## src/rtl/seqram_fifo_pkg.sv

```systemverilog
package seqram_fifo_pkg;

   typedef enum logic {
      SIDE_WR = 1'b0,
      SIDE_RD = 1'b1
   } side_e;

   function automatic int unsigned phase_width(input int unsigned acc);
      return (acc > 1) ? $clog2(acc) : 1;
   endfunction

endpackage

```

## src/rtl/seqram_fifo_store.sv

```systemverilog
module seqram_fifo_store #(
   parameter int unsigned DATA_W = 8,
   parameter int unsigned ADDR_W = 4
) (
   input  logic              clk,
   input  logic              en,
   input  logic              we,
   input  logic [ADDR_W-1:0] addr,
   input  logic [DATA_W-1:0] wdata,
   output logic [DATA_W-1:0] rdata
);
   localparam int unsigned WORDS = 1 << ADDR_W;

   logic [DATA_W-1:0] mem [WORDS];

   always_ff @(posedge clk) begin
      if (en) begin
         if (we) mem[addr] <= wdata;
         else    rdata     <= mem[addr];
      end
   end
endmodule

```

## src/rtl/seqram_fifo_arb.sv

```systemverilog
module seqram_fifo_arb
   import seqram_fifo_pkg::*;
#(
   parameter int unsigned ACC_CYC = 1
) (
   input  logic  clk,
   input  logic  rst_n,
   input  logic  wr_req,
   input  logic  rd_req,
   input  logic  wr_block,
   input  logic  rd_block,
   output logic  acc_on,
   output side_e acc_side,
   output logic  acc_last,
   output logic  acc_refused,
   output logic  wr_wait,
   output logic  rd_wait
);
   localparam int unsigned PH_W = phase_width(ACC_CYC);

   logic  act;
   side_e own;
   logic  done_now;
   side_e pick;
   logic  wr_old, rd_old;
   logic  favor_rd;
   logic  tie;

   // choose among fresh requests: older waiter first, else alternating priority
   always_comb begin
      if (!wr_req)                pick = SIDE_RD;
      else if (!rd_req)           pick = SIDE_WR;
      else if (wr_old && !rd_old) pick = SIDE_WR;
      else if (rd_old && !wr_old) pick = SIDE_RD;
      else                        pick = favor_rd ? SIDE_RD : SIDE_WR;
   end

   assign tie         = !act && wr_req && rd_req && (wr_old == rd_old);
   assign acc_on      = act || wr_req || rd_req;
   assign acc_side    = act ? own : pick;
   assign acc_refused = acc_on && !act &&
                        ((acc_side == SIDE_WR) ? wr_block : rd_block);
   assign acc_last    = acc_on && (acc_refused || done_now);

   assign wr_wait = wr_req && !(acc_on && acc_side == SIDE_WR && acc_last);
   assign rd_wait = rd_req && !(acc_on && acc_side == SIDE_RD && acc_last);

   generate
      if (ACC_CYC == 1) begin : g_single
         assign act      = 1'b0;
         assign own      = SIDE_WR;
         assign done_now = 1'b1;
      end else begin : g_multi
         logic [PH_W-1:0] phase;
         assign done_now = act && (phase == PH_W'(ACC_CYC - 1));
         always_ff @(posedge clk) begin
            if (!rst_n) begin
               act   <= 1'b0;
               own   <= SIDE_WR;
               phase <= '0;
            end else if (!act) begin
               if (acc_on && !acc_refused) begin
                  act   <= 1'b1;
                  own   <= acc_side;
                  phase <= PH_W'(1);
               end
            end else if (done_now) begin
               act <= 1'b0;
            end else begin
               phase <= phase + 1'b1;
            end
         end
      end
   endgenerate

   always_ff @(posedge clk) begin
      if (!rst_n) begin
         wr_old   <= 1'b0;
         rd_old   <= 1'b0;
         favor_rd <= 1'b0;
      end else begin
         wr_old <= wr_wait;
         rd_old <= rd_wait;
         if (tie) favor_rd <= (pick == SIDE_WR);
      end
   end
endmodule

```

## src/rtl/seqram_fifo_ptrs.sv

```systemverilog
module seqram_fifo_ptrs #(
   parameter int unsigned DEPTH = 16
) (
   input  logic                       clk,
   input  logic                       rst_n,
   input  logic                       wr_commit,
   input  logic                       rd_commit,
   output logic [$clog2(DEPTH)-1:0]   wr_addr,
   output logic [$clog2(DEPTH)-1:0]   rd_addr,
   output logic [$clog2(DEPTH):0]     count,
   output logic                       full,
   output logic                       empty
);
   localparam int unsigned AW    = $clog2(DEPTH);
   localparam int unsigned CNT_W = AW + 1;

   always_ff @(posedge clk) begin
      if (!rst_n) begin
         wr_addr <= '0;
         rd_addr <= '0;
         count   <= '0;
      end else begin
         if (wr_commit) wr_addr <= wr_addr + 1'b1;
         if (rd_commit) rd_addr <= rd_addr + 1'b1;
         case ({wr_commit, rd_commit})
            2'b10:   count <= count + 1'b1;
            2'b01:   count <= count - 1'b1;
            default: count <= count;
         endcase
      end
   end

   assign full  = (count == CNT_W'(DEPTH));
   assign empty = (count == '0);
endmodule

```

## src/rtl/seqram_fifo.sv

```systemverilog
module seqram_fifo
   import seqram_fifo_pkg::*;
#(
   parameter int unsigned DATA_W  = 8,
   parameter int unsigned DEPTH   = 16,
   parameter int unsigned ACC_CYC = 1
) (
   input  logic                     clk,
   input  logic                     rst_n,
   input  logic                     wr_req,
   input  logic [DATA_W-1:0]        wr_data,
   output logic                     wr_wait,
   output logic                     wr_err,
   input  logic                     rd_req,
   output logic [DATA_W-1:0]        rd_data,
   output logic                     rd_valid,
   output logic                     rd_wait,
   output logic                     rd_err,
   output logic                     full,
   output logic                     empty,
   output logic [$clog2(DEPTH):0]   count
);
   localparam int unsigned AW = $clog2(DEPTH);

   generate
      if (DEPTH < 2 || (1 << AW) != DEPTH) begin : g_bad_depth
         $error("seqram_fifo: DEPTH must be a power of two of at least 2");
      end
      if (ACC_CYC < 1) begin : g_bad_acc
         $error("seqram_fifo: ACC_CYC must be at least 1");
      end
      if (DATA_W < 1) begin : g_bad_width
         $error("seqram_fifo: DATA_W must be at least 1");
      end
   endgenerate

   logic          acc_on, acc_last, acc_refused;
   side_e         acc_side;
   logic          wr_fire, rd_fire;
   logic [AW-1:0] wr_addr, rd_addr;
   logic          ram_en, ram_we;
   logic [AW-1:0] ram_addr;

   seqram_fifo_arb #(.ACC_CYC(ACC_CYC)) u_arb (
      .clk         (clk),
      .rst_n       (rst_n),
      .wr_req      (wr_req),
      .rd_req      (rd_req),
      .wr_block    (full),
      .rd_block    (empty),
      .acc_on      (acc_on),
      .acc_side    (acc_side),
      .acc_last    (acc_last),
      .acc_refused (acc_refused),
      .wr_wait     (wr_wait),
      .rd_wait     (rd_wait)
   );

   assign wr_fire = acc_on && acc_last && !acc_refused && (acc_side == SIDE_WR);
   assign rd_fire = acc_on && acc_last && !acc_refused && (acc_side == SIDE_RD);
   assign wr_err  = acc_on && acc_refused && (acc_side == SIDE_WR);
   assign rd_err  = acc_on && acc_refused && (acc_side == SIDE_RD);

   seqram_fifo_ptrs #(.DEPTH(DEPTH)) u_ptrs (
      .clk       (clk),
      .rst_n     (rst_n),
      .wr_commit (wr_fire),
      .rd_commit (rd_fire),
      .wr_addr   (wr_addr),
      .rd_addr   (rd_addr),
      .count     (count),
      .full      (full),
      .empty     (empty)
   );

   assign ram_en   = wr_fire || rd_fire;
   assign ram_we   = wr_fire;
   assign ram_addr = (acc_side == SIDE_WR) ? wr_addr : rd_addr;

   seqram_fifo_store #(.DATA_W(DATA_W), .ADDR_W(AW)) u_ram (
      .clk   (clk),
      .en    (ram_en),
      .we    (ram_we),
      .addr  (ram_addr),
      .wdata (wr_data),
      .rdata (rd_data)
   );

   always_ff @(posedge clk) begin
      if (!rst_n) rd_valid <= 1'b0;
      else        rd_valid <= rd_fire;
   end
endmodule

```

## config.mk

```make
export PLATFORM = sky130hd
export DESIGN_NAME = seqram_fifo
export DESIGN_NICKNAME = d
export VERILOG_FILES = /design/src/rtl/seqram_fifo_pkg.sv /design/src/rtl/seqram_fifo_store.sv /design/src/rtl/seqram_fifo_arb.sv /design/src/rtl/seqram_fifo_ptrs.sv /design/src/rtl/seqram_fifo.sv
export SDC_FILE = /design/constraint.sdc
export NUM_CORES = 1
export LEC_CHECK = 0
export CORE_UTILIZATION = 50
export CTS_CLUSTER_DIAMETER = 60
export DETAILED_ROUTE_END_ITERATION = 12
export GPL_TIMING_DRIVEN = 0
export PLACE_DENSITY = 0.78
export SLEW_MARGIN = 20
export SYNTH_ARGS = -nofsm -noshare
export SYNTH_HDL_FRONTEND = slang
export SYNTH_SLANG_ARGS = --single-unit
```

## constraint.sdc

```tcl
create_clock -name clk -period 5.45 [get_ports clk]
set_input_delay 0.8175 -clock clk [delete_from_list [all_inputs] [get_ports clk]]
set_output_delay 0.8175 -clock clk [all_outputs]
set_load 0.05 [all_outputs]
```

Word level (Yosys, flattened, before mapping). Memory sizes are Yosys's and may differ from the RTL's. A register that Yosys moved wholly into a read port is not among the register bits. Index checks and enable logic that the tools add are counted.

Add/subtract/negate cells: 4. Eq/ne operators: 4. Mux-type cells: 11. Bitwise gates (word level): 2. Reduce and logical (&&, ||, !) cells: 27.

Operator list (number): logical AND 1 bit (17); case mux 5 bit (2 select lines) (1); two-way mux 1 bit (9); adder 4 x 1 -> 4 bit (second input constant) (2); adder 5 x 1 -> 5 bit (second input constant) (1); == test 5 bit (second input constant) (1); logical NOT 1 bit (5); logical NOT 5 bit (1); subtractor 5 x 1 -> 5 bit (second input constant) (1); two-way mux 4 bit (1); == test 2 x 1 -> 1 bit (second input constant) (1); == test 2 bit (second input constant) (1); logical OR 1 bit (2); NOT 1 bit (2); AND reduction 2 bit (1); nonzero test 2 bit (1); == test 1 bit (1).

Register bits after elaboration: 17. Bits in writable memories: 128. Bits of input ports: 12. Output and inout port bits: 20. Logic and storage cells: 56. Memories: 1.

Memories: u_ram.mem (depth 16, bits a word 8, read ports 1, clocked after Yosys merged registers in 1, write ports 1, RTL line seqram_fifo_store.sv:14) `logic [DATA_W-1:0] mem [WORDS];`.

Depth between registers and ports, before layout.
Depth in word-level cells: 14. Mapped depth: 12. Mapped depth without buffers: 11.

Hierarchy. From an unflattened synthesis, not the netlist that was laid out.

Cell total of the unflattened synthesis: 357. Area, all modules: 6321.1 um2.

Modules (own cells, without submodules): seqram_fifo_store (instances 1, cells an instance 234, area an instance 5237.5 um2, seq. area each 4083.9 um2); seqram_fifo_ptrs (instances 1, cells an instance 85, area an instance 748.2 um2, seq. area each 260.2 um2); seqram_fifo_arb (instances 1, cells an instance 25, area an instance 201.4 um2, seq. area each 60.1 um2); seqram_fifo (instances 1, cells an instance 13, area an instance 133.9 um2, seq. area each 20.0 um2).

Least setup slack after synthesis. OpenSTA, ideal clock, no wires.

Kind: reg-to-output. Start point: register u_ptrs.count[1]. End point: output rd_err. Arrival: 2387 ps. Data required time: 4633 ps. Slack: 2246 ps. Cell stages (with the launch flop): 4. Path buffers: 1. Cell sequence: dfxtp_1 clkbuf_1 or4_1 nor3_1.

Longest elaborated chain between the ends: 5. Elaborated cells between the ends (all ways): 6. Those cells by class: 1 x eq/ne; 1 x mux; 4 x reduce/logical.

Ends and longest elaborated chain: start, declared (RTL line seqram_fifo_ptrs.sv:10) `output logic [$clog2(DEPTH):0] count,`; start signal, assigned (RTL line seqram_fifo_ptrs.sv:26) `2'b10: count <= count + 1'b1;`; start signal, assigned (RTL line seqram_fifo_ptrs.sv:27) `2'b01: count <= count - 1'b1;`; start signal, assigned (RTL line seqram_fifo_ptrs.sv:28) `default: count <= count;`; == test 5 bit / logical NOT 5 bit (equally long branches) (RTL line seqram_fifo_ptrs.sv:33, seqram_fifo_ptrs.sv:34); two-way mux 1 bit (*) (RTL line seqram_fifo_arb.sv:42) `((acc_side == SIDE_WR) ? wr_block : rd_block);`; logical AND 1 bit (*) (RTL line seqram_fifo_arb.sv:41) `assign acc_refused = acc_on && !act &&`; logical AND 1 bit (*) (2 in series) (RTL line seqram_fifo.sv:62) `assign rd_err = acc_on && acc_refused && (acc_side == SIDE_RD);`; end, declared (RTL line seqram_fifo.sv:18) `output logic rd_err,`.

Mark *: on every way between the ends. The rest lies on a longest branch, timed or not.

Final worst setup path.
Start point: register u_ptrs.count[1]. End point: output full.

Longest elaborated chain between the ends: 1.

Ends and longest elaborated chain: == test 5 bit (RTL line seqram_fifo_ptrs.sv:33) `assign full = (count == CNT_W'(DEPTH));`; end, declared (RTL line seqram_fifo.sv:19) `output logic full,`.

Every way passes these cells.

==> impl_results.md <==
* Status: finished, final reports clean
* Maximum net fanout on the critical path at 9
* Sw frac at 0.3121
* Seq/Total Area, Yosys at 0.7142
* CTS resizes at 0
* Number of synthesized flops with an enable pin at 136
* Worst hold start: u_arb.favor_rd$_SDFFE_PN0P_
* Leading area contributor after synthesis: edfxtp_1
* Cell Pwr Density at 450.3 nW/um^2
* Layout area overhead at 18.91%
* HPWL Detailed at 8908 um
* WS Path Type: reg2out
* Sw power at 0.001035 W
* Post-layout total power at 0.003317 W
* Worst vdd ir at 0.1702 mV
* Post-synth ARST share at 0
* Floorplan die height at 113.3 um
* Final Hold Fails at 0
* Ant diodes at 0
* Die X at 113.3 um
* First-pass GRT wire length at 20,340 um
* Seq pwr share at 0.421
* I/O Pins at 32
* DR DRC count at 0
* Comb pwr share at 0.250
* Reg-to-reg endpoint: u_ram.rdata[2]$_DFFE_PP_
* Clock Tree Buf Depth at 2
* Tot GR Track Use at 0.2192
* Synthesized area at 6195 sq um
* Power share of the clock group at 0.329
* LEAKAGE at 2.560 nW
* R2R cell count at 10
* RSZ-0062 raised after global routing: false
* Path type of the worst min-delay path: reg2reg
* Number of antenna violations at the first check in global routing at 0
* Std cell rows at 40
* Critical Path Source: u_ptrs.count[1]$_SDFFE_PN0P_
* Vias per cell at 5.940
* GRT Residual Overflow at 0
* Setup crit end kind: output pin
* Share of cells above drive strength 1 at 0.1473
* Hold Path Sink: u_arb.favor_rd$_SDFFE_PN0P_
* FF-to-FF setup slack at 1.87 ns
* CP max-delay cell: clkdlybuf4s50_1
* Buf+Inv Stages, Crit Path at 2
* Mapped Cells at 412
* Yosys warning total at 0
* Sum Neg Setup Slack at 0 ns
* Final GP Congestion at 0.7847
* First-pass detailed-route iteration total at 8
* Slew headroom at 0.3148
* Syn Nets at 430
* Critical Path RT at 4.63 ns
* CORE AREA at 12,060 sq um
* FILL cells at 878
* Fmax at 0.2458 GHz
* Die ar. at 12,840 sq um
* Final min period at 4.068 ns
* Top FF cell, synth: edfxtp_1
* Total CTS buffers at 17
* Clk_skew at 0.01666 ns
* Drt total wl at 13,150 um
* CTS Sinks at 153
* Worst EP arrival at 3.25 ns
* Largest net degree at the start of global routing at 18
* Nets at 487
* Post-synth top area share at 0.6593
* Reg2reg start: u_arb.rd_old$_SDFF_PN0_
* Final Setup Violations at 0
* Vias in the first global route at 3,620
* WL per Instance at 20.23 um
* Syn avg cell area at 15.04 sq um
* Worst-path cell chain: clkbuf_1, or4_1, nor2_1, clkdlybuf4s50_1
* DR iter-0 viols at 384
* DR vias at 3,861
* TritonCTS clock tree: done
* Internal power at 0.002281 W
* Root buffer cell: clkbuf_16
* Least-Margin Pin Slew at 1.028 ns
* CTS H-tree depth at 4
* Hold Buf Count CTS at 0
* Initial Utilization at 0.5136
* Yosys reg bits at 153
* Post-synth cell types at 48
* Area contributors post-synth: edfxtp_1 66%, dfxtp_1 5.5%, mux2i_1 3.7%
* Postcts setup bufs at 0
* Crit-path max cell delay at 0.96 ns
* Clk slew on worst S/H paths at 0.06 ns
* Top Family by Delay on Critical Path: simple AND/OR/NAND/NOR gates
* Worst skew pair latency at 0.43 ns
* Worst Setup Start Kind: flip-flop
* Final ANT Viol Nets at 0
* Fin crit share at 0.7464
* Max Cap Viol at 0
* Hold-critical path depth at 2
* Pins Over Slew Limit at 0
* IO buf count at 31
power groups by stage:
stage	clock network, W	logic [W]	registers, W
2_1_floorplan	0	0.000462	0.00153
3_3_place_gp	0	0.000798	0.00142
3_5_place_dp	0	0.000820	0.00142
4_1_cts	0.00110	0.000827	0.00140
5_1_grt	0.00115	0.000886	0.00140
6_report	0.00109	0.000829	0.00140
final cells by class:
type                       instances  area, sq um  area share
multi-input combinational        233         1718      0.2332
sequential                       153         4424      0.6006
timing repair buffer              38        355.3     0.04824
clock inverter                    14        121.4     0.01648
tap                              168        210.2     0.02854
clock buffer                      18        429.2     0.05826
buffer                            20        85.08     0.01155
inverter                           6        22.52    0.003058
tightest hold or removal path, delay by kind of cell, from the launching register on:
kind | cells | cell delay, ns
flops | 1 | 0.33
mux | 1 | 0.13
simple gates | 1 | 0.05
routing by layer:
layer / vias to the layer above / GRT usage / wire [um]
li1: 1754 / - / -
met1: 1932 / 0.2937 / 5530
met2: 153 / 0.3464 / 6454
met3: 22 / 0.04874 / 865
met4: 0 / 0.09561 / 297
met5: - / 0 / 0
state kept, by name (all words and copies together) (netlist names), 4 cells and up:
register	flops
u_ptrs.count	5
u_ptrs.rd_addr	4
u_ptrs.wr_addr	4
u_ram.mem	128
u_ram.rdata	8
cell usage after synthesis (all sizes together), types with 2 or more instances:
| master | instances |
|---|---|
| xor2 | 2 |
| nor3 | 6 |
| a22o | 8 |
| nor2b | 5 |
| nand2b | 5 |
| clkbuf | 14 |
| nand2 | 28 |
| and2 | 8 |
| dfxtp | 17 |
| nor4 | 11 |
| buf | 6 |
| o21a | 3 |
| and3 | 2 |
| ha | 6 |
| inv | 6 |
| edfxtp | 136 |
| a31oi | 3 |
| mux2i | 23 |
| xnor2 | 6 |
| a221oi | 3 |
| a222oi | 16 |
| o22ai | 8 |
| nand3 | 4 |
| nor2 | 19 |
| a21oi | 22 |
| or4 | 9 |
| o21ai | 4 |
| mux2 | 18 |
logic make-up after synthesis:
family	after synthesis	share of synthesized area
DFF	153	0.7142
and+or+nand+nor	103	0.08584
AOI/OAI and AO/OA	75	0.08928
muxes	41	0.06988
buffers and inverters	26	0.01737
xor gates and xnor gates	8	0.01131
adders and majority gates	6	0.01212
worst max-delay path by stage:
stage / to / slack, ns / cells past startpoint
6_report: full / 1.38 / 4
5_1_grt: full / 1.23 / 4
4_1_cts: full / 1.38 / 4
3_5_place_dp: u_ram.rdata[2]$_DFFE_PP_ / 1.16 / 9
3_3_place_gp: u_ram.mem[13][5]$_DFFE_PP_ / 1.02 / 7
2_1_floorplan: rd_err / 2.25 / 3
metrics by stage:
step	setup WS [ns]	cells	util	instance area, sq um	hold slack, ns
5_1_grt	1.232	650	0.6107	7366	0.5761
3_5_place_dp	1.164	618	0.5650	6815	0.5636
6_report	1.382	650	0.6107	7366	0.5583
3_3_place_gp	1.022	611	0.5567	6715	0.5411
2_1_floorplan	2.246	412	-	6195	0.5271
4_1_cts	1.375	650	0.6107	7366	0.5652
placed cells by master, fill, tap and decap left out, types with 6 or more instances in the layout:
cell / count
edfxtp_1: 136
clkdlybuf4s50_1: 31
nand2_1: 28
mux2i_1: 23
a21oi_1: 22
nor2_1: 19
clkbuf_16: 17
dfxtp_1: 17
a222oi_1: 16
clkbuf_1: 14
mux2_2: 13
or4_1: 9
a22o_1: 8
o22ai_1: 8
nor4_2: 8
and2_1: 8
buf_2: 7
xnor2_1: 6
ha_1: 6
Power figures use the tool's default switching activity.
